`src/rtl/ddr_emr_pkg.sv`:
```
package ddr_emr_pkg;
  typedef enum logic {CMD_NOP = 1'b0, CMD_LMR = 1'b1} cmd_e;
  typedef enum logic [2:0] {
    S_IDLE, S_WAIT, S_EMR, S_GAP_E, S_MR, S_GAP_M
  } seq_state_e;
  localparam logic [1:0] BA_BASE = 2'b00;
  localparam logic [1:0] BA_EXT  = 2'b01;
  localparam int unsigned DLL_RST_BIT = 8;
endpackage

```
`src/rtl/ddr_emr_word.sv`:
```
module ddr_emr_word #(
  parameter int unsigned AW        = 14,
  parameter int unsigned DEV_WIDTH = 16
) (
  input  logic          dll_off_i,
  input  logic          reduced_i,
  input  logic [AW-1:0] base_mr_i,
  output logic [AW-1:0] emr_addr_o,
  output logic [AW-1:0] mr_addr_o
);
  logic drive_bit;

  generate
    if (DEV_WIDTH == 16) begin : g_wide
      assign drive_bit = reduced_i;
    end else begin : g_narrow
      logic unused_red;
      assign unused_red = reduced_i;
      assign drive_bit  = 1'b0;
    end
  endgenerate

  always_comb begin
    emr_addr_o    = '0;
    emr_addr_o[0] = dll_off_i;
    emr_addr_o[1] = drive_bit;
    mr_addr_o     = base_mr_i;
    mr_addr_o[ddr_emr_pkg::DLL_RST_BIT] = 1'b1;
  end
endmodule

```
`src/rtl/ddr_emr_down_cnt.sv`:
```
module ddr_emr_down_cnt #(
  parameter int unsigned MAX = 200
) (
  input  logic clk_i,
  input  logic rst_ni,
  input  logic load_i,
  output logic zero_o
);
  localparam int unsigned CW = $clog2(MAX + 2);
  localparam logic [CW-1:0] LOAD_VAL = CW'(MAX);

  logic [CW-1:0] cnt_q;

  always_ff @(posedge clk_i or negedge rst_ni) begin
    if (!rst_ni)              cnt_q <= '0;
    else if (load_i)          cnt_q <= LOAD_VAL;
    else if (cnt_q != '0)     cnt_q <= cnt_q - 1'b1;
  end

  assign zero_o = (cnt_q == '0);

  assert_count_down_R8: assert property (@(posedge clk_i) disable iff (!rst_ni)
    (!load_i && !zero_o) |=> $past(cnt_q) - cnt_q == CW'(1));
endmodule

```
`src/rtl/ddr_emr_prog.sv`:
```
module ddr_emr_prog #(
  parameter int unsigned AW          = 14,
  parameter int unsigned DEV_WIDTH   = 16,
  parameter int unsigned LMR_GAP     = 2,
  parameter int unsigned LOCK_CYCLES = 200
) (
  input  logic          clk_i,
  input  logic          rst_ni,
  input  logic          req_valid_i,
  output logic          req_ready_o,
  input  logic          req_dll_off_i,
  input  logic          req_reduced_i,
  input  logic [AW-1:0] base_mr_i,
  input  logic          banks_idle_i,
  input  logic          burst_active_i,
  input  logic          sr_exit_i,
  output logic          cmd_type_o,
  output logic [1:0]    cmd_ba_o,
  output logic [AW-1:0] cmd_addr_o,
  output logic          done_o,
  output logic          read_allowed_o
);
  import ddr_emr_pkg::*;

  localparam int unsigned GAP_MAX = (LMR_GAP > 0) ? LMR_GAP - 1 : 0;

  seq_state_e    state_q, state_d;
  logic          dll_off_q, reduced_q;
  logic [AW-1:0] base_q;
  logic [AW-1:0] emr_addr, mr_addr;
  logic          gap_zero, lock_zero;
  logic          accept, bus_quiet;

  assign accept    = req_valid_i && (state_q == S_IDLE);
  assign bus_quiet = banks_idle_i && !burst_active_i;

  always_ff @(posedge clk_i or negedge rst_ni) begin
    if (!rst_ni) begin
      state_q   <= S_IDLE;
      dll_off_q <= 1'b1;
      reduced_q <= 1'b0;
      base_q    <= '0;
    end else begin
      state_q <= state_d;
      if (accept) begin
        dll_off_q <= req_dll_off_i;
        reduced_q <= req_reduced_i;
        base_q    <= base_mr_i;
      end
    end
  end

  always_comb begin
    state_d = state_q;
    case (state_q)
      S_IDLE:  if (req_valid_i) state_d = S_WAIT;
      S_WAIT:  if (bus_quiet)   state_d = S_EMR;
      S_EMR:   state_d = S_GAP_E;
      S_GAP_E: if (gap_zero)    state_d = dll_off_q ? S_IDLE : S_MR;
      S_MR:    state_d = S_GAP_M;
      S_GAP_M: if (gap_zero)    state_d = S_IDLE;
      default: state_d = S_IDLE;
    endcase
  end

  ddr_emr_word #(.AW(AW), .DEV_WIDTH(DEV_WIDTH)) u_word (
    .dll_off_i (dll_off_q),
    .reduced_i (reduced_q),
    .base_mr_i (base_q),
    .emr_addr_o(emr_addr),
    .mr_addr_o (mr_addr)
  );

  ddr_emr_down_cnt #(.MAX(GAP_MAX)) u_gap (
    .clk_i (clk_i),
    .rst_ni(rst_ni),
    .load_i((state_q == S_EMR) || (state_q == S_MR)),
    .zero_o(gap_zero)
  );

  // lock wait restarts on any DLL enable, DLL reset or self-refresh exit
  ddr_emr_down_cnt #(.MAX(LOCK_CYCLES)) u_lock (
    .clk_i (clk_i),
    .rst_ni(rst_ni),
    .load_i(((state_q == S_EMR) && !dll_off_q) || (state_q == S_MR) || sr_exit_i),
    .zero_o(lock_zero)
  );

  always_comb begin
    cmd_type_o = CMD_NOP;
    cmd_ba_o   = '0;
    cmd_addr_o = '0;
    if (state_q == S_EMR) begin
      cmd_type_o = CMD_LMR;
      cmd_ba_o   = BA_EXT;
      cmd_addr_o = emr_addr;
    end else if (state_q == S_MR) begin
      cmd_type_o = CMD_LMR;
      cmd_ba_o   = BA_BASE;
      cmd_addr_o = mr_addr;
    end
  end

  assign req_ready_o    = (state_q == S_IDLE);
  assign done_o         = gap_zero && ((state_q == S_GAP_M) || ((state_q == S_GAP_E) && dll_off_q));
  assign read_allowed_o = lock_zero;

  assert_busy_refuse_R1: assert property (@(posedge clk_i) disable iff (!rst_ni)
    (req_valid_i && req_ready_o) |=> !req_ready_o);

  assert_idle_gate_R2: assert property (@(posedge clk_i) disable iff (!rst_ni)
    (cmd_type_o == CMD_LMR && cmd_ba_o == BA_EXT) |-> $past(banks_idle_i && !burst_active_i));

  assert_ext_reserved_R3: assert property (@(posedge clk_i) disable iff (!rst_ni)
    (cmd_type_o == CMD_LMR && cmd_ba_o == BA_EXT) |-> cmd_addr_o[AW-1:2] == '0);

  assert_narrow_drive_R4: assert property (@(posedge clk_i) disable iff (!rst_ni)
    (DEV_WIDTH != 16 && cmd_type_o == CMD_LMR && cmd_ba_o == BA_EXT) |-> !cmd_addr_o[1]);

  assert_dll_reset_R5: assert property (@(posedge clk_i) disable iff (!rst_ni)
    (cmd_type_o == CMD_LMR && cmd_ba_o == BA_BASE) |-> cmd_addr_o[DLL_RST_BIT]);

  assert_gap_nop_R7: assert property (@(posedge clk_i) disable iff (!rst_ni)
    (cmd_type_o == CMD_LMR) |=> (cmd_type_o == CMD_NOP));

  assert_lock_low_R8: assert property (@(posedge clk_i) disable iff (!rst_ni)
    (cmd_type_o == CMD_LMR && cmd_ba_o == BA_BASE) |=> !read_allowed_o);

  assert_sr_restart_R9: assert property (@(posedge clk_i) disable iff (!rst_ni)
    sr_exit_i |=> !read_allowed_o);

  assert_nop_clean_R11: assert property (@(posedge clk_i) disable iff (!rst_ni)
    (cmd_type_o == CMD_NOP) |-> (cmd_ba_o == 2'b00 && cmd_addr_o == '0));
endmodule

```
`config.mk`:
```
export PLATFORM = sky130hd
export DESIGN_NAME = ddr_emr_prog
export DESIGN_NICKNAME = d
export VERILOG_FILES = /design/src/rtl/ddr_emr_pkg.sv /design/src/rtl/ddr_emr_word.sv /design/src/rtl/ddr_emr_down_cnt.sv /design/src/rtl/ddr_emr_prog.sv
export SDC_FILE = /design/constraint.sdc
export NUM_CORES = 1
export LEC_CHECK = 0
export BUFFER_PORTS_ARGS = -buffer_cell sky130_fd_sc_hd__buf_4
export CAP_MARGIN = 30
export CORE_ASPECT_RATIO = 1.1
export CORE_MARGIN = 2
export CORE_UTILIZATION = 30
export CTS_CLUSTER_DIAMETER = 80
export CTS_CLUSTER_SIZE = 8
export DETAILED_ROUTE_END_ITERATION = 16
export PLACE_DENSITY = 0.61
export REMOVE_ABC_BUFFERS = 1
export SYNTH_ARGS = -nofsm -noshare
export SYNTH_HDL_FRONTEND = slang
export SYNTH_HIERARCHICAL = 1
export SYNTH_SLANG_ARGS = --single-unit
```
`constraint.sdc`:
```
create_clock -name clk_i -period 3.55 [get_ports clk_i]
set_input_delay 0.355 -clock clk_i [delete_from_list [all_inputs] [get_ports clk_i]]
set_output_delay 0.355 -clock clk_i [all_outputs]
set_load 0.03 [all_outputs]
```
==> metrics.md, run 1 <==
| Metric | Value |
|---|---|
| Leading cell type in the layout, fill and taps excluded | buf_4 |
| Largest net degree at the start of global routing | 29 |
| Area grow syn2layout | 15.2% |
| Worst hold path endpoint | base_q[10] |
| Top Ports | 42 |
| Root buffer cell | clkbuf_8 |
| Top Metal Used | met4 |
| Via-per-instance ratio | 4.49 |
| Total wire length | 3.01 mm |
| Worst path arrival time | 1880 ps |
| WHS Path Cells | 2 |
| Die height | 83.3 um |
| FP Rows | 28 |
| HP Class | primary input to flip-flop |
| Storage cell area | 702 um^2 |
| Fmax achieved | 448 MHz |
| Mapped Area | 1720 um^2 |
| Status | complete, no violations |
| Pwr dens | 802 nW/um^2 |
| Worst path required time | 3190 ps |
| IO Port Bufs | 39 |
| Clock transition at path regs | 100 ps |
| Final RePlAce weighted congestion | 0.719 |
| Worst reg2reg setup slack | 1470 ps |
| Clock buffer count from CTS | 3 |
| Commonest cells after routing, fill and taps aside | buf_4, dfrtp_1, a22o_1 |
| Die W | 76.1 um |
| Total GRT Usage | 9.91% |
| First-pass GRT wire length | 5.16 mm |
| # H-tree levels | 1 |
| Slew of the pin with the lowest slew margin | 730 ps |
| Max cap viols | 0 |
| WL met2 | 1.42 mm |
| DRC Markers | 0 |
| GRT overflow | 0 |
| Fin. Hold Viols | 0 |
| Average size of a mapped cell | 10.7 um^2 |
| DR vias | 1153 |
| Worst hold start | base_mr_i[10] |
| Met3 Wirelength | 137 um |
| Final min period | 2230 ps |
| Wire length on met1 | 1.44 mm |
| Fill count | 567 |
| Unrepaired setup endpoints after global routing | false |
| P_leak | 0.883 nW |
| Final Max Tran Viols | 0 |
| Crit. End Element | primary output |
| Setup CP Type | flip-flop to primary output |
| Cells after Synth | 161 |
| DR pass1 iterations | 2 |
| Worst Skew | 4.90 ps |
| FF-to-FF Start | state_q[1] |
| Core Area | 5470 um^2 |
| Starting Density | 31.4% |
| CTS tree | yes |
| Share of cells above drive strength 1 | 33.0% |
| Worst setup SP type | flip-flop |
| # clock sinks | 28 |
| Vias in the first global route | 1129 |
| Die area | 6340 um^2 |
| YS warnings | 6 |
| Final net count | 207 |
| Dpl cells | 252 |
| Initial antenna violation count | 0 |
| Final Non-Filler Cells | 257 |
| Wire length per cell | 11.7 um |
| # Post-CTS Setup Buffers | 0 |
| Max rail drop VDD | 0.000246 V |
| FF-to-FF End | u_lock/cnt_q[5] |
| Setup Viol. Count Final | 0 |
| Total Neg Setup Slack | 0 ps |
| Multi-input gate area | 769 um^2 |
| CP max FO | 5 |
| Max_slew headroom | 51.3% |
| # diodes | 0 |
| Worst-Skew Late Latency | 270 ps |
| Utilization after layout | 36.2% |
| Routed Antenna Nets | 0 |
| Reg2Reg Depth | 6 |
| Tcrit/Tclk final | 62.8% |
| Clock Path Buffers | 2 |
| DP HPWL | 2.20 mm |
| 1st-iter DRT viols | 57 |
[where the power goes]
| part | leakage [nW] | internal (mW) | total (mW) | switching [mW] |
|---|---|---|---|---|
| Combinational | 0.517 | 0.353 | 0.742 | 0.389 |
| Clock | 0.0357 | 0.151 | 0.249 | 0.0980 |
| Sequential | 0.331 | 0.470 | 0.595 | 0.125 |
| Total | 0.883 | 0.974 | 1.59 | 0.612 |
[flip-flops by register name, indices dropped and copies added (netlist names)]
register / count
base_q: 13
u_lock/cnt_q: 8
state_q: 3
u_gap/cnt_q: 2
dll_off_q: 1
reduced_q: 1
[worst max-delay path, cell delays in order (launching register included)]
cell and delay [ps]:
dfrtp_1 410, inv_1 80, ha_1 210, or3b_2 490, nor2_1 210, buf_4 200
[through the flow]
stage	hold WS, ps	power (mW)	setup WS (ps)	area, um^2
2_1_floorplan	59.4	1.12	1170	1490
3_3_place_gp	301	1.34	1480	1900
3_5_place_dp	297	1.36	1430	1900
4_1_cts	288	1.61	1280	1980
5_1_grt	278	1.71	1140	1980
6_report	294	1.59	1320	1980
[layout make-up]
class / count / area share [%]
multi-input combinational: 102 / 38.9
timing repair buffer: 42 / 16.1
tap: 75 / 4.75
sequential: 28 / 35.5
clock inverter: 1 / 1.52
clock buffer: 3 / 2.09
inverter: 6 / 1.14
[worst max-delay path by stage]
stage	start	end	slack [ps]	cells past startpoint
detailed placement	state_q[1]	u_lock/cnt_q[5]	1430	6
CTS	u_lock/cnt_q[0]	read_allowed_o	1280	5
finish	u_lock/cnt_q[0]	read_allowed_o	1320	5
global route	u_lock/cnt_q[0]	read_allowed_o	1140	5
floorplan	state_q[1]	u_lock/cnt_q[5]	1170	5
global placement	state_q[1]	u_lock/cnt_q[5]	1480	6
[routing by layer]
metal  GRT usage, %  up-vias
li1               -      568
met1           12.4      555
met2           16.6       28
met3           2.50        2
met4           3.47        0
met5              0        -
[repair_timing]
action	CTS	global route
hold buffers	1	0
resized for setup	0	0
endpoints found under the hold margin	27	0
Note: power is estimated with default switching activity, not from simulation.
==> run 2: changes to the inputs <==
==> constraint.sdc (replaced) <==
create_clock -name clk_i -period 2.1 [get_ports clk_i]
set_input_delay 0.21 -clock clk_i [delete_from_list [all_inputs] [get_ports clk_i]]
set_output_delay 0.21 -clock clk_i [all_outputs]
set_load 0.03 [all_outputs]
==> metrics.md, run 2 (synthesis gave the netlist of run 1 again) <==
| Metric | Value |
|---|---|
| Final net count | 209 (+0.97%) |
| Max_slew headroom | 65.6% (+14 points) |
| Unrepaired setup endpoints after global routing | false |
| Clock transition at path regs | 90 ps (about the same) |
| Hold WS | 153 ps (-141 ps) |
| Pre-CTS WS | 339 ps (-1090 ps) |
| Largest register FFs | 13 (unchanged) |
| CP max FO | 5 (unchanged) |
| Worst path required time | 1890 ps (-1300 ps) |
| Storage cell area | 702 um^2 (unchanged) |
| FF-to-FF End | u_lock/cnt_q[6] |
| Status | complete, no violations |
| Tcrit/Tclk final | 94.6% |
| Reg2Reg Depth | 5 (-1) |
| Via-per-instance ratio | 4.37 (-2.6%) |
| Max cap viols | 0 (unchanged) |
| Worst Skew | 3.73 ps (-1.17 ps) |
| Starting Density | 31.4% (unchanged) |
| Final worst slack | 113 ps (-1210 ps) |
| 1st-iter DRT viols | 63 (+11%) |
| Vias in the first global route | 1150 (+1.9%) |
| Clock network power share | 12.5% (-3.2 points) |
| Area grow syn2layout | 15.4% |
| Fin. Hold Viols | 0 (unchanged) |
| Pwr dens | 1310 nW/um^2 (+64%) |
| DP HPWL | 2.21 mm (+0.34%) |
| DRC Markers | 0 (unchanged) |
| Total wire length | 2.98 mm (-1.2%) |
| Worst setup SP type | flip-flop |
| Total GRT Usage | 9.85% (-0.055 points) |
| Largest net degree at the start of global routing | 29 (unchanged) |
| Slew of the pin with the lowest slew margin | 512 ps (-219 ps) |
| GRT overflow | 0 (unchanged) |
| Routed Antenna Nets | 0 (unchanged) |
| Leading cell type in the layout, fill and taps excluded | buf_4 |
| Die W | 76.1 um (unchanged) |
| Setup CP Type | flip-flop to primary output |
| CTS tree | yes |
| Reg power frac | 38.4% (+0.9 points) |
| Clock buffer count from CTS | 3 (unchanged) |
| Pint | 1.58 mW (+62%) |
| Crit. End Element | primary output |
| Wire length per cell | 11.5 um (-2.0%) |
| Top reg by flops | base_q |
| Root buffer cell | clkbuf_8 |
| Fill count | 564 (-0.53%) |
| FF-to-FF Start | u_lock/cnt_q[0] |
| P_leak | 0.885 nW (+0.20%) |
| Clock Path Buffers | 2 (unchanged) |
| Final Max Tran Viols | 0 (unchanged) |
| Utilization after layout | 36.2% (+0.069 points) |
| DR vias | 1132 (-1.8%) |
| Max rail drop VDD | 0.000396 V (+61%) |
| # H-tree levels | 1 (unchanged) |
| Top Ports | 42 (unchanged) |
| Multi-input gate area | 774 um^2 (+0.65%) |
| Worst-Skew Late Latency | 270 ps (about the same) |
| Final RePlAce weighted congestion | 0.745 (+3.6%) |
| Setup Viol. Count Final | 0 (unchanged) |
| Die height | 83.3 um (unchanged) |
| Die area | 6340 um^2 (unchanged) |
| # clock sinks | 28 (unchanged) |
| Share of cells above drive strength 1 | 34.8% (+1.8 points) |
| First-pass GRT wire length | 5.20 mm (+0.66%) |
| # Post-CTS Setup Buffers | 0 (unchanged) |
| DR pass1 iterations | 4 (+2) |
| Initial antenna violation count | 0 (unchanged) |
| Worst reg2reg setup slack | 350 ps (-1120 ps) |
| Net Sw Frac | 39.4% (+0.85 points) |
| NetSw | 1.03 mW (+68%) |
| Worst setup path endpoint | read_allowed_o |
| Commonest cells after routing, fill and taps aside | buf_4, dfrtp_1, a22o_1 |
| IO Port Bufs | 39 (unchanged) |
| CP Launch Point | u_lock/cnt_q[0] |
| # diodes | 0 (unchanged) |
| Fmax achieved | 503 MHz |
| HP Class | primary input to flip-flop |
| FP Rows | 28 (unchanged) |
| Comb power frac | 49.1% (+2.3 points) |
| Top Registers | base_q x13, u_lock/cnt_q x8, state_q x3 |
| Final min period | 1990 ps |
| Core Area | 5470 um^2 (unchanged) |
| Worst path arrival time | 1780 ps (-100 ps) |
run 2: layer usage:
layer | up-vias | share of wire, % | GRT usage (%)
met5 | - | 0 | 0
met1 | 530 | 50 | 12.5
met4 | 0 | 0.64 | 2.48
met2 | 28 | 44 | 17.0
met3 | 2 | 4.7 | 2.07
li1 | 572 | - | -
run 2: timing repair:
| action | 4_1_cts | 5_1_grt |
|---|---|---|
| resized for setup | 0 | 2 |
| hold endpoints to repair | 27 | 0 |
| hold buffers | 1 | 0 |
| setup endpoints to repair | 0 | 1 |
run 2: how the worst min path moves through the flow:
stage	endpoint	cells past startpoint	slack, ps	startpoint
2_1_floorplan	base_q[0]	0	-90	rst_ni
5_1_grt	base_q[5]	2	150	base_mr_i[5]
3_5_place_dp	base_q[3]	1	160	rst_ni
3_3_place_gp	base_q[3]	1	160	rst_ni
6_report	base_q[10]	2	150	base_mr_i[10]
4_1_cts	base_q[10]	2	150	base_mr_i[10]
run 2: layout make-up:
| class | count | share of cell area (%) |
|---|---|---|
| sequential | 28 | 35.4 |
| multi-input combinational | 102 | 39.1 |
| clock buffer | 4 | 2.78 |
| tap | 75 | 4.74 |
| inverter | 6 | 1.14 |
| timing repair buffer | 44 | 16.8 |
run 2: critical path: stages, from the launching register on:
cell and delay (ps):
dfrtp_1 400, inv_1 90, ha_2 200, or3b_2 500, nor2_2 140, buf_4 180
run 2: through the flow:
stage	area [um^2]	cells	power (mW)	setup TNS [ps]
final	1980	259	2.60	0
after global routing	1980	259	2.82	0
after CTS	1980	259	2.65	0
after detailed placement	1910	254	2.31	0
after global placement	1910	254	2.28	0
after floorplan	1490	136	1.89	-425
run 2: power by group through the flow:
stage | clock network (mW) | registers, mW | logic (mW)
final | 0.326 | 1.00 | 1.28
after detailed placement | 0 | 1.01 | 1.29
after floorplan | 0 | 0.964 | 0.924
after global routing | 0.369 | 1.04 | 1.41
after global placement | 0 | 1.01 | 1.27
after CTS | 0.350 | 1.00 | 1.29
